File: src/rtl/trellis_pkg.sv
package trellis_pkg;

    localparam int SOFT_W = 16;

    typedef logic signed [SOFT_W-1:0] metric_t;

    typedef enum logic [1:0] {
        ENG_IDLE = 2'd0,
        ENG_WAIT = 2'd1,
        ENG_RUN  = 2'd2
    } eng_state_t;

    typedef struct packed {
        metric_t pm_even;
        metric_t pm_odd;
        logic    pick_even;
        logic    pick_odd;
    } acs_res_t;

    // apply a +1 / -1 code to a soft value
    function automatic metric_t apply_sign(metric_t v, logic neg);
        return neg ? metric_t'(-v) : v;
    endfunction

endpackage

File: src/rtl/trellis_bm.sv
module trellis_bm
    import trellis_pkg::*;
#(
    parameter int NBFLY = 16,
    parameter logic [NBFLY-1:0] NEG_HI = 'h55AA,
    parameter logic [NBFLY-1:0] NEG_LO = 'h9696,
    localparam int IDXW = $clog2(NBFLY)
) (
    input  logic [IDXW-1:0] bfly,
    input  metric_t         sym_hi,
    input  metric_t         sym_lo,
    output metric_t         bm
);
    logic neg_h, neg_l;

    assign neg_h = NEG_HI[bfly];
    assign neg_l = NEG_LO[bfly];
    assign bm    = apply_sign(sym_hi, neg_h) + apply_sign(sym_lo, neg_l);

endmodule

File: src/rtl/trellis_acs.sv
module trellis_acs
    import trellis_pkg::*;
(
    input  metric_t  pm_low,   // state k
    input  metric_t  pm_high,  // state k + NSTATE/2
    input  metric_t  bm,
    output acs_res_t res
);
    metric_t even_a, even_b, odd_a, odd_b;

    always_comb begin
        even_a = pm_low + bm;
        even_b = pm_high - bm;
        odd_a  = pm_low - bm;
        odd_b  = pm_high + bm;
        res.pick_even = (even_b > even_a);
        res.pick_odd  = (odd_b > odd_a);
        res.pm_even   = res.pick_even ? even_b : even_a;
        res.pm_odd    = res.pick_odd  ? odd_b  : odd_a;
    end

endmodule

File: src/rtl/trellis_pm_banks.sv
module trellis_pm_banks
    import trellis_pkg::*;
#(
    parameter int      NSTATE     = 32,
    parameter metric_t INIT_PM    = 16'shC000,
    parameter int      ZERO_STATE = 1,
    localparam int     NBFLY      = NSTATE / 2,
    localparam int     IDXW       = $clog2(NBFLY)
) (
    input  logic            clk,
    input  logic            rst,
    input  logic            load_init,
    input  logic            sel,
    input  logic [IDXW-1:0] idx,
    output metric_t         rd_low,
    output metric_t         rd_high,
    input  logic            wr_en,
    input  metric_t         wr_even,
    input  metric_t         wr_odd
);
    metric_t mem [2][NSTATE];

    always_ff @(posedge clk) begin
        if (rst || load_init) begin
            for (int b = 0; b < 2; b++) begin
                for (int s = 0; s < NSTATE; s++) begin
                    mem[b][s] <= (s == ZERO_STATE) ? '0 : INIT_PM;
                end
            end
        end else if (wr_en) begin
            mem[~sel][{idx, 1'b0}] <= wr_even;
            mem[~sel][{idx, 1'b1}] <= wr_odd;
        end
    end

    assign rd_low  = mem[sel][{1'b0, idx}];
    assign rd_high = mem[sel][{1'b1, idx}];

endmodule

File: src/rtl/trellis_step_engine.sv
module trellis_step_engine
    import trellis_pkg::*;
#(
    parameter int      NSTATE     = 32,
    parameter int      CNT_W      = 8,
    parameter logic [NSTATE/2-1:0] NEG_HI = 'h55AA,
    parameter logic [NSTATE/2-1:0] NEG_LO = 'h9696,
    parameter metric_t INIT_PM    = 16'shC000,
    parameter int      ZERO_STATE = 1
) (
    input  logic              clk,
    input  logic              rst,
    input  logic              start,
    input  logic [CNT_W-1:0]  num_syms,
    input  logic              sym_valid,
    output logic              sym_ready,
    input  logic [2*SOFT_W-1:0] sym_data,
    output logic              dec_valid,
    output logic [NSTATE-1:0] dec_word,
    output logic              done
);
    localparam int NBFLY = NSTATE / 2;
    localparam int IDXW  = $clog2(NBFLY);
    localparam logic [IDXW-1:0] LAST_BFLY = IDXW'(NBFLY - 1);

    eng_state_t        state;
    logic              bank_sel;
    logic [IDXW-1:0]   bfly;
    logic [CNT_W-1:0]  left;
    metric_t           sym_hi, sym_lo;
    logic [NSTATE-1:0] dec_acc, dec_next;
    metric_t           bm, pm_low, pm_high;
    acs_res_t          acs;
    logic              running, load_init;

    assign running   = (state == ENG_RUN);
    assign load_init = (state == ENG_IDLE) && start;
    assign sym_ready = (state == ENG_WAIT);

    trellis_bm #(.NBFLY(NBFLY), .NEG_HI(NEG_HI), .NEG_LO(NEG_LO)) u_bm (
        .bfly   (bfly),
        .sym_hi (sym_hi),
        .sym_lo (sym_lo),
        .bm     (bm)
    );

    trellis_pm_banks #(.NSTATE(NSTATE), .INIT_PM(INIT_PM), .ZERO_STATE(ZERO_STATE)) u_banks (
        .clk       (clk),
        .rst       (rst),
        .load_init (load_init),
        .sel       (bank_sel),
        .idx       (bfly),
        .rd_low    (pm_low),
        .rd_high   (pm_high),
        .wr_en     (running),
        .wr_even   (acs.pm_even),
        .wr_odd    (acs.pm_odd)
    );

    trellis_acs u_acs (
        .pm_low  (pm_low),
        .pm_high (pm_high),
        .bm      (bm),
        .res     (acs)
    );

    always_comb begin
        dec_next = dec_acc;
        dec_next[{bfly, 1'b0}] = acs.pick_even;
        dec_next[{bfly, 1'b1}] = acs.pick_odd;
    end

    always_ff @(posedge clk) begin
        if (rst) begin
            state     <= ENG_IDLE;
            bank_sel  <= 1'b0;
            bfly      <= '0;
            left      <= '0;
            sym_hi    <= '0;
            sym_lo    <= '0;
            dec_acc   <= '0;
            dec_word  <= '0;
            dec_valid <= 1'b0;
            done      <= 1'b0;
        end else begin
            dec_valid <= 1'b0;
            case (state)
                ENG_IDLE: begin
                    if (start) begin
                        bank_sel <= 1'b0;
                        left     <= num_syms;
                        done     <= (num_syms == '0);
                        if (num_syms != '0) state <= ENG_WAIT;
                    end
                end
                ENG_WAIT: begin
                    if (sym_valid) begin
                        sym_hi <= metric_t'(sym_data[2*SOFT_W-1:SOFT_W]);
                        sym_lo <= metric_t'(sym_data[SOFT_W-1:0]);
                        bfly   <= '0;
                        state  <= ENG_RUN;
                    end
                end
                ENG_RUN: begin
                    dec_acc <= dec_next;
                    bfly    <= bfly + 1'b1;
                    if (bfly == LAST_BFLY) begin
                        dec_word  <= dec_next;
                        dec_valid <= 1'b1;
                        bank_sel  <= ~bank_sel;
                        left      <= left - 1'b1;
                        if (left == CNT_W'(1)) begin
                            state <= ENG_IDLE;
                            done  <= 1'b1;
                        end else begin
                            state <= ENG_WAIT;
                        end
                    end
                end
                default: state <= ENG_IDLE;
            endcase
        end
    end

endmodule

File: config.mk
export PLATFORM = sky130hd
export DESIGN_NAME = trellis_step_engine
export DESIGN_NICKNAME = d
export VERILOG_FILES = /design/src/rtl/trellis_pkg.sv /design/src/rtl/trellis_bm.sv /design/src/rtl/trellis_acs.sv /design/src/rtl/trellis_pm_banks.sv /design/src/rtl/trellis_step_engine.sv
export SDC_FILE = /design/constraint.sdc
export NUM_CORES = 2
export LEC_CHECK = 0
export ABC_AREA = 1
export BUFFER_PORTS_ARGS = -buffer_cell sky130_fd_sc_hd__buf_4
export CELL_PAD_IN_SITES_DETAIL_PLACEMENT = 1
export CELL_PAD_IN_SITES_GLOBAL_PLACEMENT = 2
export CORE_MARGIN = 5
export CORE_UTILIZATION = 40
export DETAILED_ROUTE_END_ITERATION = 8
export GPL_TIMING_DRIVEN = 0
export PLACE_DENSITY_LB_ADDON = 0.1
export REMOVE_ABC_BUFFERS = 1
export SLEW_MARGIN = 10
export SYNTH_ARGS = -nofsm -noshare
export SYNTH_HDL_FRONTEND = slang
export SYNTH_SLANG_ARGS = --single-unit
File: constraint.sdc
create_clock -name clk -period 8.78 [get_ports clk]
set_input_delay 1.756 -clock clk [delete_from_list [all_inputs] [get_ports clk]]
set_output_delay 1.756 -clock clk [all_outputs]
set_load 0.005 [all_outputs]
==> summary.md <==
| Metric | Value |
|---|---|
| Number of flops mapped to enable cells by yosys | ~1000 |
| Hold_buf cts | 0 |
| Worst Hold Path EP | dec_word[26]$_SDFFE_PP0P_ |
| Dpl ws | -3.43 ns |
| Port bufs | 78 |
| Post-synthesis cell count | ~6400 |
| Worst hold start | dec_word[26]$_SDFFE_PP0P_ |
| Total of max-cap violations | 0 |
| Layout Nets | 6544 |
| Reg2reg start | bfly[1]$_SDFFE_PP0P_ |
| DRT Wirelength | 260000 µm |
| HPWL after detailed placement | approximately 160000 µm |
| Status | finished, final reports clean |
| GR peak layer | met2 |
| Most frequent cells in the layout | nand2_1 (1301), edfxtp_1 (1024), inv_1 (661) |
| Headroom to the max-slew limit | between 10% and 20% |
| Root Driver | clkbuf_16 |
| Die Y | 393 µm |
| Setup violations, final | 0 |
| Top cell type's share of synthesized area | 52.4% |
| Rows | 140 |
| First DRT Iteration DRCs | 5231 |
| Main area contributors after synthesis | edfxtp_1 (52%), nand2_1 (8.8%), inv_1 (4.5%), a21oi_1 (4.1%), nand3_1 (4.0%) |
| Crit path DAT | 9.20 ns |
| Reg clk slew, reported paths | ~0.060 ns |
| Commonest non-fill, non-tap cell in the layout | nand2_1 |
| Gr ovfl total | 0 |
| Placer Congestion | a little over 0.9 |
| Global Route Usage Sum | 32.5% |
| Initial antenna violation count | 8 |
| Largest net degree at the start of global routing | 94 |
| DRC | 0 |
| Die W | 393 µm |
| H-tree depth | 4 |
| Final critical-path share of the clock period | 98.9% |
| Critical path fanouts, max | 45 |
| Post-route ant nets | 0 |
| Met1 Track Usage GR | 43.5% |
| Final worst slack | about 0.094 ns |
| CTS tree | done |
| Layout cells sized above 1 | between 10% and 20% |
| Hold Violations, Final | 0 |
| Minimum setup slack among reg-to-reg paths | 0.18 ns |
| Layout area overhead | 16.6% |
| Global-route wire length before repair | about 360000 µm |
| Post-Route Skew | 0.0335 ns |
| Setup CP Type | input port to flop |
| M3 GR Usage | between 5 and 6% |
| Slew Limit Fails | 0 |
| Vias per inst | about 6.0 |
| Synth warn | 0 |
| Synth area leader | edfxtp_1 |
| Met2 Use GR | 52.3% |
| Final Critical Period | 8.69 ns |
| Worst path cell trace | buf_4, nor2_1, inv_2, nor2_4, buf_16, inv_2, buf_12, nand4_1, nor3_4, nand2_4, buf_16, inv_2, nor2_4, buf_12, buf_16, inv_6, nor2_1, inv_2, nand2_2, buf_16 |
| Core area | 0.146 mm² |
| Worst-skew pair later-pin latency | 0.79 ns |
| CP required | 9.30 ns |
| RSZ-0062 raised after global routing | yes |
| CTS Buf Count | between 100 and 150 |
| Slowest cell delay on critical path | 0.70 ns |
| Reg2reg path depth | 23 |
| # IOs | 79 |
| Sink Count | 1138 |
| Number of global-route vias before repair | about 50000 |
| Total number of vias | 50318 |
| Clk buf depth | 3 |
| Seq/Total Area, Yosys | 56.3% |
| Sum of negative setup slack | 0 ns |
| Synthesized flop and latch total | 1138 |
| Hold Path Class | flop to flop |
| R2r endpoint | u_banks.mem[0][272]$_SDFFCE_PN0P_ |
| Hold depth | 2 |
| Slowest CP cell | inv_2 |
| Post-synth ARST share | 0% |
| DR pass1 iterations | 5 |
| Synth Area per Inst | 9.11 µm² |
| Cell Area, Synth | 0.0587 mm² |
| Setup crit start kind | input port |
| WL per Instance | around 31 µm |
| Tightest Pin Transition | roughly 1.3 ns |
| Main synth FF type | edfxtp_1 |
| Setup crit end kind | flop |
| Initial core utilization | 40.3% |
| Die area | between 0.15 and 0.2 mm² |
| FMAX | between 100 and 150 MHz |
| Yosys cell types | 62 |
==> metal layers <==
layer  part of all wire [%]  routed length (µm)
met2                     45              118000
met1                     41              107000
met4                    5.3               13800
met3                    8.0               20800
met5                      0                   0
==> through the flow <==
step           utilization [%]  cells  hold WS (ns)  area [µm²]
6_report                  46.9   8404         0.478       68400
5_1_grt                   46.9   8401         0.506       68400
4_1_cts                   46.6   8379         0.480       67900
3_5_place_dp              42.7   8084         0.466       62200
3_3_place_gp              40.9   7986         0.463       59600
2_1_floorplan                -   5991         0.447       56600
==> cell usage after synthesis (3+ instances only) <==
| cell type | n |
|---|---|
| xnor2_1 | 13 |
| nor2_1 | 551 |
| clkinv_1 | 7 |
| o21ai_1 | 72 |
| buf_6 | 18 |
| and2_1 | 5 |
| a221oi_1 | 52 |
| inv_2 | 27 |
| ha_1 | 110 |
| nand3_1 | 467 |
| o311a_1 | 14 |
| a211oi_1 | 6 |
| o31ai_1 | 5 |
| a21oi_1 | 483 |
| nor3_1 | 27 |
| dfxtp_1 | 114 |
| o221ai_1 | 26 |
| o211ai_1 | 19 |
| fa_1 | 5 |
| o311ai_0 | 23 |
| edfxtp_1 | 1024 |
| mux2i_1 | 4 |
| o21ai_0 | 352 |
| nand2_1 | 1371 |
| a21oi_2 | 3 |
| o21bai_1 | 18 |
| a221o_1 | 5 |
| xor2_1 | 84 |
| clkbuf_1 | 271 |
| buf_4 | 32 |
| or2_2 | 4 |
| nor2_2 | 10 |
| nand2_4 | 10 |
| inv_1 | 705 |
| a21o_1 | 6 |
| o22ai_1 | 9 |
| a22oi_1 | 88 |
| a31oi_1 | 15 |
| buf_2 | 78 |
| buf_1 | 51 |
| nand2_2 | 17 |
| nand4_1 | 206 |
| nor4_1 | 14 |
==> how the worst max path moves through the flow <==
stage	start	end	slack, ns	cells past startpoint
after global routing	flop	u_banks.mem[1][184]$_DFFE_PP_	-0.05	40
final	rst	u_banks.mem[0][432]$_SDFFCE_PN0P_	0.09	20
after global placement	flop	u_banks.mem[1][494]$_DFFE_PP_	-46.06	38
after floorplan	flop	u_banks.mem[1][367]$_DFFE_PP_	-13.50	38
after detailed placement	flop	u_banks.mem[1][151]$_DFFE_PP_	-3.43	42
after CTS	flop	u_banks.mem[1][436]$_DFFE_PP_	0.003	42
==> worst max-delay path: cells and delay by family <==
kind	cells	cell delay (ns)
buffers and inverters	12	4.54
and+or+nand+nor	8	2.56
==> registers in the layout, indices dropped and copies added, names as in the netlist, named ones only <==
signal and cells:
done 1, state 2, u_banks.mem 1024, dec_word 32
bfly 4, bank_sel 1, dec_acc 30, sym_lo 16
dec_valid 1, sym_hi 16, left 8, u_bm.neg_h 1
u_bm.neg_l 1
==> final cells by class <==
class                      count  area, µm²
sequential                  1138      33000
antenna                        3       7.51
tap                         1917       2400
clock buffer                 183       3690
inverter                     740       2980
multi-input combinational   4118      21800
timing repair buffer         249       3960
timing repair inverter         3       23.8
fill                       16190      77300
clock inverter                53        508
==> cell families after synthesis <==
| kind of cell | synth area share [%] |
|---|---|
| simple gates | 19.6 |
| xor+xnor | 1.45 |
| mux | 0.0682 |
| fa+ha+maj | 2.52 |
| compound gates | 11.8 |
| buf+inv | 8.26 |
| flops | 56.3 |
==> repair_timing <==
item,in CTS,in global routing
resized for setup,149,42
pin swaps,9,7
setup endpoints to repair,2078,1351
gates cloned,13,12
buffers inserted,46,10
Power is left out: the tool's default activity adds up to more than one toggle a clock period on the data nets, which glitch-free logic cannot reach.
